<file path="src/rtl/gpio_irq_pkg.sv">
package gpio_irq_pkg;
    typedef enum logic {
        PS_IDLE = 1'b0,
        PS_PEND = 1'b1
    } pend_state_e;
endpackage

</file>
<file path="src/rtl/gpio_edge_sense.sv">
// Registers the previous synchronized level and derives rise/fall strobes.
module gpio_edge_sense #(
    parameter int N_PINS = 32
) (
    input  logic              clk,
    input  logic              rst_n,
    input  logic [N_PINS-1:0] lvl,
    output logic [N_PINS-1:0] rise,
    output logic [N_PINS-1:0] fall
);
    logic [N_PINS-1:0] lvl_q;

    always_ff @(posedge clk or negedge rst_n) begin
        if (!rst_n) lvl_q <= '0;
        else        lvl_q <= lvl;
    end

    always_comb begin
        rise = lvl & ~lvl_q;
        fall = ~lvl & lvl_q;
    end
endmodule

</file>
<file path="src/rtl/gpio_trig_select.sv">
// Per-pin choice of trigger condition from mode, polarity and both-edges.
module gpio_trig_select #(
    parameter int N_PINS = 32
) (
    input  logic [N_PINS-1:0] lvl,
    input  logic [N_PINS-1:0] rise,
    input  logic [N_PINS-1:0] fall,
    input  logic [N_PINS-1:0] mode,
    input  logic [N_PINS-1:0] pol,
    input  logic [N_PINS-1:0] dual,
    output logic [N_PINS-1:0] hit
);
    for (genvar i = 0; i < N_PINS; i++) begin : g_pin
        logic edge_hit;
        logic level_hit;
        assign edge_hit  = dual[i] ? (rise[i] | fall[i])
                                   : (pol[i] ? rise[i] : fall[i]);
        assign level_hit = pol[i] ? lvl[i] : ~lvl[i];
        assign hit[i]    = mode[i] ? edge_hit : level_hit;
    end
endmodule

</file>
<file path="src/rtl/gpio_pend_cell.sv">
// One pin's pending state machine: PS_IDLE / PS_PEND.
module gpio_pend_cell
    import gpio_irq_pkg::*;
(
    input  logic clk,
    input  logic rst_n,
    input  logic hit,
    input  logic ack,
    output logic pend
);
    pend_state_e st_q;
    pend_state_e st_d;

    always_ff @(posedge clk or negedge rst_n) begin
        if (!rst_n) st_q <= PS_IDLE;
        else        st_q <= st_d;
    end

    always_comb begin
        st_d = st_q;
        unique case (st_q)
            PS_IDLE: if (hit) st_d = PS_PEND;            // T_LATCH
            PS_PEND: if (ack && !hit) st_d = PS_IDLE;    // T_ACK, else T_HOLD
        endcase
    end

    always_comb begin
        pend = (st_q == PS_PEND);
    end
endmodule

</file>
<file path="src/rtl/gpio_req_merge.sv">
// Masked OR-reduction of the pending vector into one request line.
module gpio_req_merge #(
    parameter int N_PINS = 32
) (
    input  logic [N_PINS-1:0] pend,
    input  logic [N_PINS-1:0] enable,
    output logic              req
);
    always_comb begin
        req = |(pend & enable);
    end
endmodule

</file>
<file path="src/rtl/gpio_irq_detect.sv">
module gpio_irq_detect #(
    parameter int N_PINS = 32
) (
    input  logic              clk,
    input  logic              rst_n,
    input  logic [N_PINS-1:0] pin_lvl,
    input  logic [N_PINS-1:0] trig_mode,
    input  logic [N_PINS-1:0] trig_pol,
    input  logic [N_PINS-1:0] both_edge,
    input  logic [N_PINS-1:0] irq_en,
    input  logic [N_PINS-1:0] wake_en,
    input  logic [N_PINS-1:0] ack_w1c,
    output logic [N_PINS-1:0] pend,
    output logic              irq_req,
    output logic              wake_req
);
    logic [N_PINS-1:0] rise;
    logic [N_PINS-1:0] fall;
    logic [N_PINS-1:0] hit;

    gpio_edge_sense #(.N_PINS(N_PINS)) u_sense (
        .clk  (clk),
        .rst_n(rst_n),
        .lvl  (pin_lvl),
        .rise (rise),
        .fall (fall)
    );

    gpio_trig_select #(.N_PINS(N_PINS)) u_trig (
        .lvl (pin_lvl),
        .rise(rise),
        .fall(fall),
        .mode(trig_mode),
        .pol (trig_pol),
        .dual(both_edge),
        .hit (hit)
    );

    for (genvar i = 0; i < N_PINS; i++) begin : g_cell
        gpio_pend_cell u_cell (
            .clk  (clk),
            .rst_n(rst_n),
            .hit  (hit[i]),
            .ack  (ack_w1c[i]),
            .pend (pend[i])
        );
    end

    gpio_req_merge #(.N_PINS(N_PINS)) u_irq (
        .pend  (pend),
        .enable(irq_en),
        .req   (irq_req)
    );

    gpio_req_merge #(.N_PINS(N_PINS)) u_wake (
        .pend  (pend),
        .enable(wake_en),
        .req   (wake_req)
    );
endmodule

</file>
<file path="config.mk">
export PLATFORM = sky130hd
export DESIGN_NAME = gpio_irq_detect
export DESIGN_NICKNAME = d
export VERILOG_FILES = /design/src/rtl/gpio_irq_pkg.sv /design/src/rtl/gpio_edge_sense.sv /design/src/rtl/gpio_trig_select.sv /design/src/rtl/gpio_pend_cell.sv /design/src/rtl/gpio_req_merge.sv /design/src/rtl/gpio_irq_detect.sv
export SDC_FILE = /design/constraint.sdc
export NUM_CORES = 1
export LEC_CHECK = 0
export BUFFER_PORTS_ARGS = -buffer_cell sky130_fd_sc_hd__buf_2
export CORE_UTILIZATION = 30
export CTS_CLUSTER_DIAMETER = 150
export DETAILED_ROUTE_END_ITERATION = 7
export GPL_ROUTABILITY_DRIVEN = 0
export GPL_TIMING_DRIVEN = 0
export PLACE_DENSITY = 0.58
export SETUP_SLACK_MARGIN = 0.02
export SLEW_MARGIN = 20
export SYNTH_ARGS = -nofsm -noshare
export SYNTH_HDL_FRONTEND = slang
export SYNTH_HIERARCHICAL = 1
export SYNTH_SLANG_ARGS = --single-unit
</file>
<file path="constraint.sdc">
create_clock -name clk -period 2.4 [get_ports clk]
set_clock_uncertainty 0.2 [all_clocks]
set_input_delay 0.36 -clock clk [delete_from_list [all_inputs] [get_ports clk]]
set_output_delay 0.36 -clock clk [all_outputs]
set_load 0.01 [all_outputs]
</file>
Yosys cells after proc, flatten, opt, wreduce, memory -nomap -nowiden. Index checks and enable logic that the tools add are counted.

Multiplexer cells: 224. Bitwise gates (word level): 102. Reductions and logical operators: 66.

Operators by type and width (number): two-way mux 1 bit (192); AND 32 bit (4); inverter 1 bit (64); inverter 32 bit (2); case mux 1 bit (2 select lines) (32); OR reduction 32 bit (2); logical AND 1 bit (32); logical NOT 1 bit (32); bitwise OR 1 bit (32).

Register bits: 64. Input port bits: 226. Output and inout bits: 34. Logic and storage cells: 425.

Longest topological paths before layout. Gate-level depths: netlist (run 1).

Depth in word-level cells: 9. Mapped depth: 5. Depth with buffers taken out: 5.

Cells and area by module. The synthesis (run 1) kept the hierarchy.

By module, submodules not included: gpio_trig_select (times used 1, cells an instance 192, area an instance 1401.3 um^2, seq. area each 0.0 um^2); gpio_edge_sense (times used 1, cells an instance 96, area an instance 1361.3 um^2, seq. area each 800.8 um^2); gpio_pend_cell (times used 32, cells an instance 3, area an instance 36.3 um^2, seq. area each 25.0 um^2); gpio_req_merge (times used 2, cells an instance 21, area an instance 157.7 um^2, seq. area each 0.0 um^2).

Least setup slack after synthesis (run 1). OpenSTA, ideal clock, no wires.

Kind: register -> output. From: register g_cell[0].u_cell.st_q. To: output port irq_req. Arrival time: 1268 ps. Data required time: 1840 ps. Path slack: 572 ps. Stages on the path, launching flop included: 4. Path buffers: 0. Cells stage by stage: dfrtp_1 -> a22oi_1 -> nand4_1 -> or4_1.

Cells in the longest elaborated chain, start to end: 2.

RTL lines: start: declaration (line gpio_pend_cell.sv:11) `pend_state_e st_q;`; start signal: assignment (line gpio_pend_cell.sv:16) `else st_q <= st_d;`; AND 32 bit (line gpio_req_merge.sv:10) `req = |(pend & enable);`; OR reduction 32 bit (line gpio_req_merge.sv:10); end: declaration (line gpio_irq_detect.sv:14) `output logic irq_req,`.

Every way passes these cells.

Final worst setup path (run 1).
From: register g_cell[8].u_cell.st_q. To: output port wake_req.

Cells in the longest elaborated chain, start to end: 2.

RTL lines: start: declaration (line gpio_pend_cell.sv:11); start signal: assignment (line gpio_pend_cell.sv:16); AND 32 bit (line gpio_req_merge.sv:10); OR reduction 32 bit (line gpio_req_merge.sv:10); end: declaration (line gpio_irq_detect.sv:15) `output logic wake_req`.

Every way passes these cells.

==> results of run 1 <==
layout make-up:
class / instances / area, µm²
Clock inverter: 3 / 15.01
Timing Repair Buffer: 300 / 1708
Fill cell: 1352 / 7293
Tap cell: 180 / 225.2
Inverter: 32 / 120.1
Sequential cell: 64 / 1609
Multi-Input combinational cell: 330 / 2586
Clock buffer: 13 / 270.3
worst max-delay path, stage by stage, from the launching register on:
cell	delay, ns
dfrtp_1	0.42
a22oi_2	0.30
nand4_1	0.16
or4_4	0.51
buf_6	0.14
layer usage:
metal / part of all wire / up-vias
li1: - / 2270
met1: 0.38 / 2238
met2: 0.52 / 171
met3: 0.065 / 22
met4: 0.027 / 0
met5: 0 / -
Yosys cell counts:
library cell,instances
and2b_2,64
dfrtp_1,64
a211oi_1,32
a21o_1,32
inv_1,32
nand2b_1,32
nor3b_1,32
o22ai_1,32
o31ai_1,32
or3b_1,32
a22oi_1,30
nand4_1,8
a22oi_2,2
or4_1,2
flip-flops by register name, summed over array words and instances, names as in the netlist:
name                cells
g_cell.u_cell/pend     32
u_sense/lvl_q          32
how the worst min path moves through the flow:
stage,from,end,slack [ns]
2_1_floorplan,rst_n,g_cell[0].u_cell/pend,-0.14
3_3_place_gp,pin_lvl[31],u_sense/lvl_q[31],0.31
3_5_place_dp,rst_n,g_cell[25].u_cell/pend,0.15
4_1_cts,ack_w1c[9],g_cell[9].u_cell/pend,0.07
5_1_grt,ack_w1c[24],g_cell[24].u_cell/pend,0.09
6_report,ack_w1c[9],g_cell[9].u_cell/pend,0.09
metrics by stage:
stage / hold WS, ns / TNS, ns
2_1_floorplan: -0.1356 / 0
3_3_place_gp: 0.3079 / 0
3_5_place_dp: 0.1473 / 0
4_1_cts: 0.07349 / -0.08048
5_1_grt: 0.08849 / -0.1370
6_report: 0.08854 / -0.02142
power breakdown:
group | internal [µW] | switching, µW | leakage (µW)
registers | 1180 | 113 | 0.000719
clock network | 778 | 468 | 0.000145
logic | 488 | 378 | 0.00234
total | 2450 | 959 | 0.00321
timing repair:
item	4_1_cts	5_1_grt
pin swaps	8	11
setup endpoints to repair	2	2
setup buffers	4	3
gates cloned	0	0
hold endpoints to repair	62	0
gates resized for setup	5	16
hold buffers	33	0
kinds of logic after synthesis:
kind of cell | share of synthesized area
simple gates | 0.3176
buf+inv | 0.02834
compound gates | 0.2763
flops | 0.3778
==> results.md, run 1 <==
* Cells after Synth at 426
* Vias at 4701
* GR Util met1 at 0.1966
* Worst slack at placement at 0.1153 ns
* Port Buf Inserts at 259
* Synth Warn # at 6
* Period utilization at 1.009
* CP startpoint kind: flip-flop
* Nets at 963
* Max-cap viol count at 0
* 1st-iter DRT viols at 145
* Gr usage total at 0.1874
* Die area at 14610 µm²
* Commonest non-fill, non-tap cell in the layout: buf_2
* Final Max Tran Viols at 0
* Top cells by area, synth: dfrtp_1 (38%), and2b_2 (13%), or3b_1 (6.6%)
* CTS Sinks at 64
* RSZ-0062 raised after global routing: yes
* Critical Path End: wake_req
* Crit-path max FO at 4
* PnR worst setup slack at -0.02142 ns
* Actual slew at the worst max-slew pin at 0.4561 ns
* Die width at 120.9 µm
* CP arrival at 1.86 ns
* Hold Vio Cnt, Final at 0
* Number of antenna violations at the first check in global routing at 0
* Max frequency at 0.4130 GHz
* GRT busiest layer: met2
* VDD IR-drop max at 0.0002362 V
* Finished Layout Cells at 922
* Ant diodes at 0
* Placed cells at 866
* # DRC at 0
* Setup slack, reg-to-reg at 0.75 ns
* Final WL at 13760 µm
* Power per standard cell area at 521.5 nW/µm²
* Die height at 120.9 µm
* Worst-case reg-to-reg path depth at 5
* Cell depth of the worst hold path at 3
* Crit Reg-Reg Endpoint: g_cell[5].u_cell/pend
* Ratio of cells with drive above 1 in the final layout at 0.4960
* GRT met2 Usage at 0.3543
* CP endpoint kind: primary output
* Post-DP Area at 5783 µm²
* Slew margin rel. at 0.6959
* Overall power at 3407 µW
* Total gr overflow at 0
* Status: finished with violations
* Initial Util at 0.3066
* Failing checks: setup timing
* First-pass GRT wire length at 21310 µm
* Commonest cells after routing, fill and taps aside: buf_2 (257), and2b_2 (64), dfrtp_1 (58)
* Top cell type's share of synthesized area at 0.3778
* Sequential area share after synthesis at 0.3778
* Total CTS buffers at 9
* Syn avg cell area at 9.951 µm²
* P_leak at 0.003207 µW
* Util after Layout at 0.4725
* FF+latch count, synth at 64
* Worst Hold Class: in2reg
* Post-route cell area at 6534 µm²
* Clock Tree Buf Depth at 2
* CP Launch Point: g_cell[8].u_cell/pend
* Synth unique cells at 14
* Data required time of the critical path at 1.84 ns
* Synthesized area at 4239 µm²
* Detailed Place HPWL at 10890 µm
* Layout area overhead at 54.13%
* Row count at 43
* Largest net degree at the start of global routing at 35
* H-Tree Depth at 3
* Clk slew on worst S/H paths at 0.05 ns
* Worst R2R Start: u_sense/lvl_q[5]
* DRT antenna net count at 0
* Vias in the first global route at 4805
* Core area at 13830 µm²
* Fin crit period at 2.421 ns
* Clock Root Buffer: clkbuf_16
* I/O pin count at 260
* TritonCTS clock tree: yes
* Top cell type by total area after synthesis: dfrtp_1
* Drt via density at 5.099
* Clock Latency Late Sink at 0.33 ns
* Crit path kind: reg2out
* DR pass1 iterations at 5
* Syn Nets at 652
* Setup violators final at 1
* DR WL/cell at 14.93 µm
* Met3 GRT Util at 0.03806
(Power assumes the default switching activity.)
==> run 2, diff against run 1 <==
--- a/config.mk
+++ b/config.mk
@@ -5,13 +5,15 @@
 export SDC_FILE = /design/constraint.sdc
 export NUM_CORES = 1
 export LEC_CHECK = 0
+export ABC_AREA = 1
 export BUFFER_PORTS_ARGS = -buffer_cell sky130_fd_sc_hd__buf_2
-export CORE_UTILIZATION = 30
+export CORE_AREA = 2 2 100 102
 export CTS_CLUSTER_DIAMETER = 150
 export DETAILED_ROUTE_END_ITERATION = 7
+export DIE_AREA = 0 0 102 104
 export GPL_ROUTABILITY_DRIVEN = 0
 export GPL_TIMING_DRIVEN = 0
-export PLACE_DENSITY = 0.58
+export PLACE_DENSITY = 0.84
 export SETUP_SLACK_MARGIN = 0.02
 export SLEW_MARGIN = 20
 export SYNTH_ARGS = -nofsm -noshare
==> constraint.sdc (replaced) <==
create_clock -name clk -period 2.8 [get_ports clk]
set_clock_uncertainty 0.2 [all_clocks]
set_input_delay 0.42 -clock clk [delete_from_list [all_inputs] [get_ports clk]]
set_output_delay 0.42 -clock clk [all_outputs]
set_load 0.01 [all_outputs]
==> results.md, run 2 <==
* Synthesized area at 4437 µm² (was 4239 µm²)
* Setup violators final at 0 (was 1)
* Port Buf Inserts at 259 (unchanged)
* Clk slew on worst S/H paths at 0.08 ns (was 0.05 ns)
* P_leak at 0.004133 µW (was 0.003207 µW)
* Hold Vio Cnt, Final at 0 (unchanged)
* CP endpoint kind: primary output (unchanged)
* Data required time of the critical path at 2.18 ns (was 1.84 ns)
* Sequential area share after synthesis at 0.3610 (was 0.3778)
* Status: complete, no violations (was finished with violations)
* Asr flop ratio synth at 1.000 (unchanged)
* Seq pwr share at 0.425 (was 0.380)
* Fin crit period at 2.161 ns
* Synth Warn # at 6 (unchanged)
* First-pass GRT wire length at 20070 µm (was 21310 µm)
* Top cell type's share of synthesized area at 0.3610 (was 0.3778)
* Top cells by area, synth: dfrtp_1 (36%), nand2_1 (31%), inv_1 (16%) (was dfrtp_1 (38%), and2b_2 (13%), or3b_1 (6.6%))
* 1st-iter DRT viols at 195 (was 145)
* Worst path depth at 7 (was 4)
* H-Tree Depth at 3 (unchanged)
* DRT antenna net count at 0 (unchanged)
* DR WL/cell at 10.27 µm (was 14.93 µm)
* Clock Power Share at 0.307 (was 0.366)
* Cells after Synth at 766 (was 426)
* Total gr overflow at 0 (unchanged)
* Actual slew at the worst max-slew pin at 0.4013 ns (was 0.4561 ns)
* CP startpoint kind: flip-flop (unchanged)
* Combinational Power Share at 0.268 (was 0.254)
* Clock Latency Late Sink at 0.34 ns (was 0.33 ns)
* Count leader, synth: nand2_1
* Syn avg cell area at 5.792 µm² (was 9.951 µm²)
* Post-synth top cells: nand2_1 (362), inv_1 (192), nor2_1 (84) (was and2b_2 (64), dfrtp_1 (64))
* Setup TNS Final at 0 ns (was -0.02142 ns)
* CP arrival at 1.54 ns (was 1.86 ns)
* Core area at 9549 µm² (was 13830 µm²)
* Internal at 1768 µW (was 2448 µW)
* Initial Util at 0.4646 (was 0.3066)
* Worst Path Buf+Inv at 1 (unchanged)
* Nets at 1264 (was 963)
* Gr usage total at 0.2329 (was 0.1874)
* Period utilization at 0.7717
* CTS Sinks at 64 (unchanged)
* Final Max Tran Viols at 0 (unchanged)
* Psw at 818.5 µW (was 959.0 µW)
* Detailed Place HPWL at 10090 µm (was 10890 µm)
* Worst-case reg-to-reg path depth at 8 (was 5)
* Final WL at 12080 µm (was 13760 µm)
* Cell family with most CP delay: simple AND/OR/NAND/NOR gates (unchanged)
* Die area at 10610 µm² (was 14610 µm²)
* Die height at 104 µm (was 120.9 µm)
* Critical Path, Cell by Cell: nand2_1 -> nand2_1 -> nor2_1 -> nand2_1 -> nor2_1 -> nand2_1 -> buf_2 (was a22oi_2 -> nand4_1 -> or4_4 -> buf_6)
* Syn Nets at 992 (was 652)
* RSZ-0062 raised after global routing: no (was yes)
* Post-CTS sizing at 0 (was 5)
* Commonest cells after routing, fill and taps aside: nand2_1 (362), buf_2 (258), inv_1 (192) (was buf_2 (257), and2b_2 (64), dfrtp_1 (58))
* Crit-path max FO at 4 (unchanged)
* VDD IR-drop max at 0.0002847 V (was 0.0002362 V)
* Worst hold slack at 0.02998 ns (was 0.08854 ns)
* PnR worst setup slack at 0.6392 ns (was -0.02142 ns)
* Worst Hold Class: in2reg (unchanged)
* Crit path kind: reg2out (unchanged)
* Clock Tree Buf Depth at 2 (unchanged)
* Worst slack at placement at 0.8759 ns (was 0.1153 ns)
* DR pass1 iterations at 5 (unchanged)
* Row count at 36 (was 43)
* Slew margin rel. at 0.7325 (was 0.6959)
* Commonest non-fill, non-tap cell in the layout: nand2_1 (was buf_2)
* Number of flops mapped to enable cells by yosys at 0 (unchanged)
* Slowest CP cell: dfrtp_1 (was or4_4)
* TritonCTS clock tree: yes (unchanged)
* Vias in the first global route at 4708 (was 4805)
* Layout area overhead at 38.16% (was 54.13%)
* Ys flop type: dfrtp_1 (unchanged)
* # DRC at 0 (unchanged)
* Power per standard cell area at 421.9 nW/µm² (was 521.5 nW/µm²)
* I/O pin count at 260 (unchanged)
* Cell depth of the worst hold path at 1 (was 3)
* Sw Share at 0.3165 (was 0.2815)
* Top cell type by total area after synthesis: dfrtp_1 (unchanged)
* Fillcell total at 982 (was 1352)
* Drt via density at 4.254 (was 5.099)
* Largest net degree at the start of global routing at 36 (was 35)
* FF+latch count, synth at 64 (unchanged)
* Number of antenna violations at the first check in global routing at 1 (was 0)
* Max-cap viol count at 0 (unchanged)
* CP max stage delay at 0.42 ns (was 0.51 ns)
* Total CTS buffers at 9 (unchanged)
* Vias at 5003 (was 4701)
* CP most frequent cell: nand2_1
* Die width at 102 µm (was 120.9 µm)
* Max frequency at 0.4628 GHz
* Clock Root Buffer: clkbuf_8 (was clkbuf_16)
* Synth unique cells at 6 (was 14)
* Ratio of cells with drive above 1 in the final layout at 0.2639 (was 0.4960)
* Post-CTS Setup Bufs at 0 (was 4)
==> run 2: cell count changes in the layout (fill, tap and decap cells not counted), sizes merged, moves of 64 or more <==
cell   change
nand2    +362
inv      +160
nor2      +84
and2b     -64
==> run 2: path summary, 6_finish.rpt <==
check / slack, ns / endpoint / start
setup reg to reg: 1.67 / g_cell[18].u_cell/pend / u_sense/lvl_q[18]
setup / recovery: 0.64 / wake_req / g_cell[6].u_cell/pend
hold reg to reg: 0.32 / g_cell[27].u_cell/pend / g_cell[27].u_cell/pend
max in group asynchronous: 1.50 / g_cell[8].u_cell/pend / rst_n
min in group asynchronous: 0.38 / u_sense/lvl_q[21] / rst_n
hold / removal: 0.03 / u_sense/lvl_q[23] / pin_lvl[23]
==> run 2: kinds of logic after synthesis <==
| logic type | count (synthesis) | share of synthesized area |
|---|---|---|
| simple gates | 446 | 0.3773 |
| xor+xnor | 32 | 0.06317 |
| buf+inv | 192 | 0.1624 |
| flops | 64 | 0.3610 |
| compound gates | 32 | 0.03610 |
==> run 2: metrics by stage <==
stage            util  instances  total power (µW)  cell area, µm²
3_5_place_dp   0.6202       1159              1809            5922
6_report       0.6419       1176              2586            6130
4_1_cts        0.6416       1175              2616            6127
2_1_floorplan       -        766              1449            4437
5_1_grt        0.6419       1176              2779            6130
3_3_place_gp   0.6178       1158              1787            5899
==> run 2: final cells by class <==
cell class | instances | area (µm²) | share of cell area
Tap cell | 133 | 166.4 | 0.02715
Antenna cell | 1 | 2.502 | 0.0004082
Multi-Input combinational cell | 510 | 2115 | 0.3450
Clock inverter | 5 | 57.56 | 0.009390
Inverter | 192 | 720.7 | 0.1176
Clock buffer | 10 | 137.6 | 0.02245
Sequential cell | 64 | 1602 | 0.2613
Timing Repair Buffer | 261 | 1329 | 0.2168
==> run 2: worst register-to-register path: stages (launching register included) <==
cell     delay [ns]
dfrtp_1        0.39
inv_1          0.06
nor2_1         0.03
nand2_1        0.06
nand2_1        0.05
nand2_1        0.05
nand2_1        0.06
inv_1          0.07
nand2_1        0.05
==> run 2: power groups by stage <==
stage / Clock [µW] / Combinational, µW / Sequential, µW
2_1_floorplan: 0 / 323 / 1130
3_3_place_gp: 0 / 674 / 1110
3_5_place_dp: 0 / 692 / 1120
4_1_cts: 820 / 697 / 1100
5_1_grt: 862 / 803 / 1110
6_report: 794 / 692 / 1100
==> run 2: repair_timing <==
action	in CTS	in global routing
setup endpoints to repair	0	0
hold endpoints to repair	29	0
hold buffers	1	0
==> run 2: per-layer routing <==
metal / track usage / part of all wire
met1: 0.2767 / 0.42
met2: 0.4060 / 0.49
met3: 0.05175 / 0.066
met4: 0.08476 / 0.030
met5: 0 / 0
==> run 3, diff against run 2 <==
--- a/config.mk
+++ b/config.mk
@@ -5,15 +5,14 @@
 export SDC_FILE = /design/constraint.sdc
 export NUM_CORES = 1
 export LEC_CHECK = 0
-export ABC_AREA = 1
+export ABC_AREA = 0
 export BUFFER_PORTS_ARGS = -buffer_cell sky130_fd_sc_hd__buf_2
-export CORE_AREA = 2 2 100 102
+export CORE_UTILIZATION = 44
 export CTS_CLUSTER_DIAMETER = 150
 export DETAILED_ROUTE_END_ITERATION = 7
-export DIE_AREA = 0 0 102 104
 export GPL_ROUTABILITY_DRIVEN = 0
 export GPL_TIMING_DRIVEN = 0
-export PLACE_DENSITY = 0.84
+export PLACE_DENSITY = 0.81
 export SETUP_SLACK_MARGIN = 0.02
 export SLEW_MARGIN = 20
 export SYNTH_ARGS = -nofsm -noshare
==> constraint.sdc (replaced) <==
create_clock -name clk -period 2.01 [get_ports clk]
set_clock_uncertainty 0.2 [all_clocks]
set_input_delay 0.3015 -clock clk [delete_from_list [all_inputs] [get_ports clk]]
set_output_delay 0.3015 -clock clk [all_outputs]
set_load 0.01 [all_outputs]
==> results.md, run 3 (same netlist as run 1, synthesis figures left out) <==
* Status: finished with violations (was complete, no violations)
* Failing checks: setup timing
* Setup violators final at 2 (was 0)
* Max-cap viol count at 0 (unchanged)
* Gr usage total at 0.2840 (was 0.2329)
* Critical Path, Cell by Cell: a22oi_2 -> nand4_1 -> or4_1 -> buf_6 (was nand2_1 -> nand2_1 -> nor2_1 -> nand2_1 -> nor2_1 -> nand2_1 -> buf_2)
* P_leak at 0.003201 µW (was 0.004133 µW)
* Vias in the first global route at 5049 (was 4708)
* Worst Path Buf+Inv at 1 (unchanged)
* CP arrival at 1.86 ns (was 1.54 ns)
* CP startpoint kind: flip-flop (unchanged)
* Data required time of the critical path at 1.51 ns (was 2.18 ns)
* Fillcell total at 741 (was 982)
* Core area at 9284 µm² (was 9549 µm²)
* 1st-iter DRT viols at 124 (was 195)
* Largest net degree at the start of global routing at 35 (was 36)
* Hold Vio Cnt, Final at 0 (unchanged)
* TritonCTS clock tree: yes (unchanged)
* Number of antenna violations at the first check in global routing at 0 (was 1)
* Clock Tree Buf Depth at 2 (unchanged)
* Commonest non-fill, non-tap cell in the layout: buf_2 (was nand2_1)
* H-Tree Depth at 3 (unchanged)
* I/O pin count at 260 (unchanged)
* Crit path kind: reg2out (unchanged)
* Max frequency at 0.4230 GHz
* Final WL at 14310 µm (was 12080 µm)
* Detailed Place HPWL at 10880 µm (was 10090 µm)
* CP endpoint kind: primary output (unchanged)
* Die height at 100.2 µm (was 104 µm)
* Slew margin rel. at 0.7145 (was 0.7325)
* Period utilization at 1.176
* Power per standard cell area at 575.0 nW/µm² (was 421.9 nW/µm²)
* CTS Sinks at 64 (unchanged)
* Final Max Tran Viols at 0 (unchanged)
* Actual slew at the worst max-slew pin at 0.4282 ns (was 0.4013 ns)
* Hold Path End: g_cell[25].u_cell/pend (was u_sense/lvl_q[23])
* Crit Reg-Reg Endpoint: g_cell[27].u_cell/pend (was g_cell[18].u_cell/pend)
* VDD IR-drop max at 0.0003785 V (was 0.0002847 V)
* Fin crit period at 2.364 ns
* Nets at 970 (was 1264)
* Worst R2R Start: u_sense/lvl_q[27] (was u_sense/lvl_q[18])
* Worst Hold Class: in2reg (unchanged)
* Slowest CP cell: or4_1 (was dfrtp_1)
* Register area at 1607 µm² (was 1602 µm²)
* Clock Latency Late Sink at 0.34 ns (about the same)
* Ant diodes at 0 (was 1)
* Setup slack, reg-to-reg at 0.33 ns (was 1.67 ns)
* Hold Crit Start: ack_w1c[25] (was pin_lvl[23])
* First-pass GRT wire length at 22340 µm (was 20070 µm)
* Port Buf Inserts at 259 (unchanged)
* # DRC at 0 (unchanged)
* Total CTS buffers at 9 (unchanged)
* Worst hold slack at 0.01790 ns (was 0.02998 ns)
* Util after Layout at 0.6961 (was 0.6419)
* DR WL/cell at 16.31 µm (was 10.27 µm)
* Row count at 35 (was 36)
* Die area at 10030 µm² (was 10610 µm²)
* Total gr overflow at 0 (unchanged)
* Cell depth of the worst hold path at 3 (was 1)
* Initial Util at 0.4566 (was 0.4646)
* RSZ-0062 raised after global routing: yes (was no)
* Crit-path max FO at 3 (was 4)
* Ratio of cells with drive above 1 in the final layout at 0.5067 (was 0.2639)
* Cell family with most CP delay: simple AND/OR/NAND/NOR gates (unchanged)
* Clk slew on worst S/H paths at 0.08 ns (about the same)
* Die width at 100.2 µm (was 102 µm)
* Multi-input logic area at 2621 µm² (was 2115 µm²)
* Layout area overhead at 52.45% (was 38.16%)
* Clock Root Buffer: clkbuf_8 (unchanged)
* Vias at 4786 (was 5003)
* DRT antenna net count at 0 (unchanged)
* CP max stage delay at 0.56 ns (was 0.42 ns)
* PnR worst setup slack at -0.3538 ns (was 0.6392 ns)
* Drt via density at 5.457 (was 4.254)
* Commonest cells after routing, fill and taps aside: buf_2 (256), and2b_2 (64), dfrtp_1 (60) (was nand2_1 (362), buf_2 (258), inv_1 (192))
* DR pass1 iterations at 4 (was 5)
* Worst-case reg-to-reg path depth at 5 (was 8)
## run 3: cell count changes in the layout (fill, tap and decap cells not counted), moves of 64 or more
cell,before,now
nor2_1,84,0
inv_1,192,32
nand2_1,362,0
and2b_2,0,64
## run 3: worst register-to-register path, delay by kind of cell (launching register included)
kind             cells  cell delay [ns]
AO/OA/AOI/OAI        3             0.40
AND/OR/NAND/NOR      2             0.61
flip-flops           1             0.37
## run 3: per-stage QoR
step	setup slack, ns	instance area (µm²)	TNS, ns	cells	total power (µW)
after floorplan	0.2407	4239	0	426	1974
after global placement	-0.02972	5697	-0.05935	814	2424
after detailed placement	-0.03719	5719	-0.06255	815	2488
after CTS	-0.3300	6445	-0.6510	876	3717
after global routing	-0.3934	6462	-0.7826	877	3917
final	-0.3538	6462	-0.6702	877	3716
## run 3: what timing repair did
item                                    CTS  global route
buffers inserted                         13             1
gates resized for setup                  25             2
pin swaps                                21            10
endpoints found under the setup margin    2             3
hold buffers                             33             0
hold endpoints to repair                 62             0
## run 3: layout make-up
type | instances | share of cell area
sequential | 64 | 0.2486
clock buffer | 11 | 0.02188
clock inverter | 4 | 0.006970
tap | 129 | 0.02498
multi-input combinational | 330 | 0.4056
timing repair buffer | 307 | 0.2734
inverter | 32 | 0.01859
## run 3: metal layers
layer / wire length, µm / track usage
met5: 0 / 0
met4: 590 / 0.1605
met3: 863 / 0.06825
met2: 7517 / 0.5221
met1: 5336 / 0.2948
## run 3: worst max path at each step
stage                                 from        to  slack [ns]  cells past startpoint
floorplan            g_cell[0].u_cell/pend   irq_req        0.24                      3
global placement     g_cell[2].u_cell/pend   irq_req       -0.03                      4
detailed placement  g_cell[10].u_cell/pend  wake_req       -0.04                      4
CTS                  g_cell[6].u_cell/pend  wake_req       -0.33                      4
global route         g_cell[2].u_cell/pend  wake_req       -0.39                      4
finish              g_cell[17].u_cell/pend  wake_req       -0.35                      4
## run 3: report_power, final
group | switching [µW] | internal (µW) | total [µW]
Clock | 484 | 594 | 1080
Sequential | 128 | 1410 | 1540
Combinational | 490 | 613 | 1100
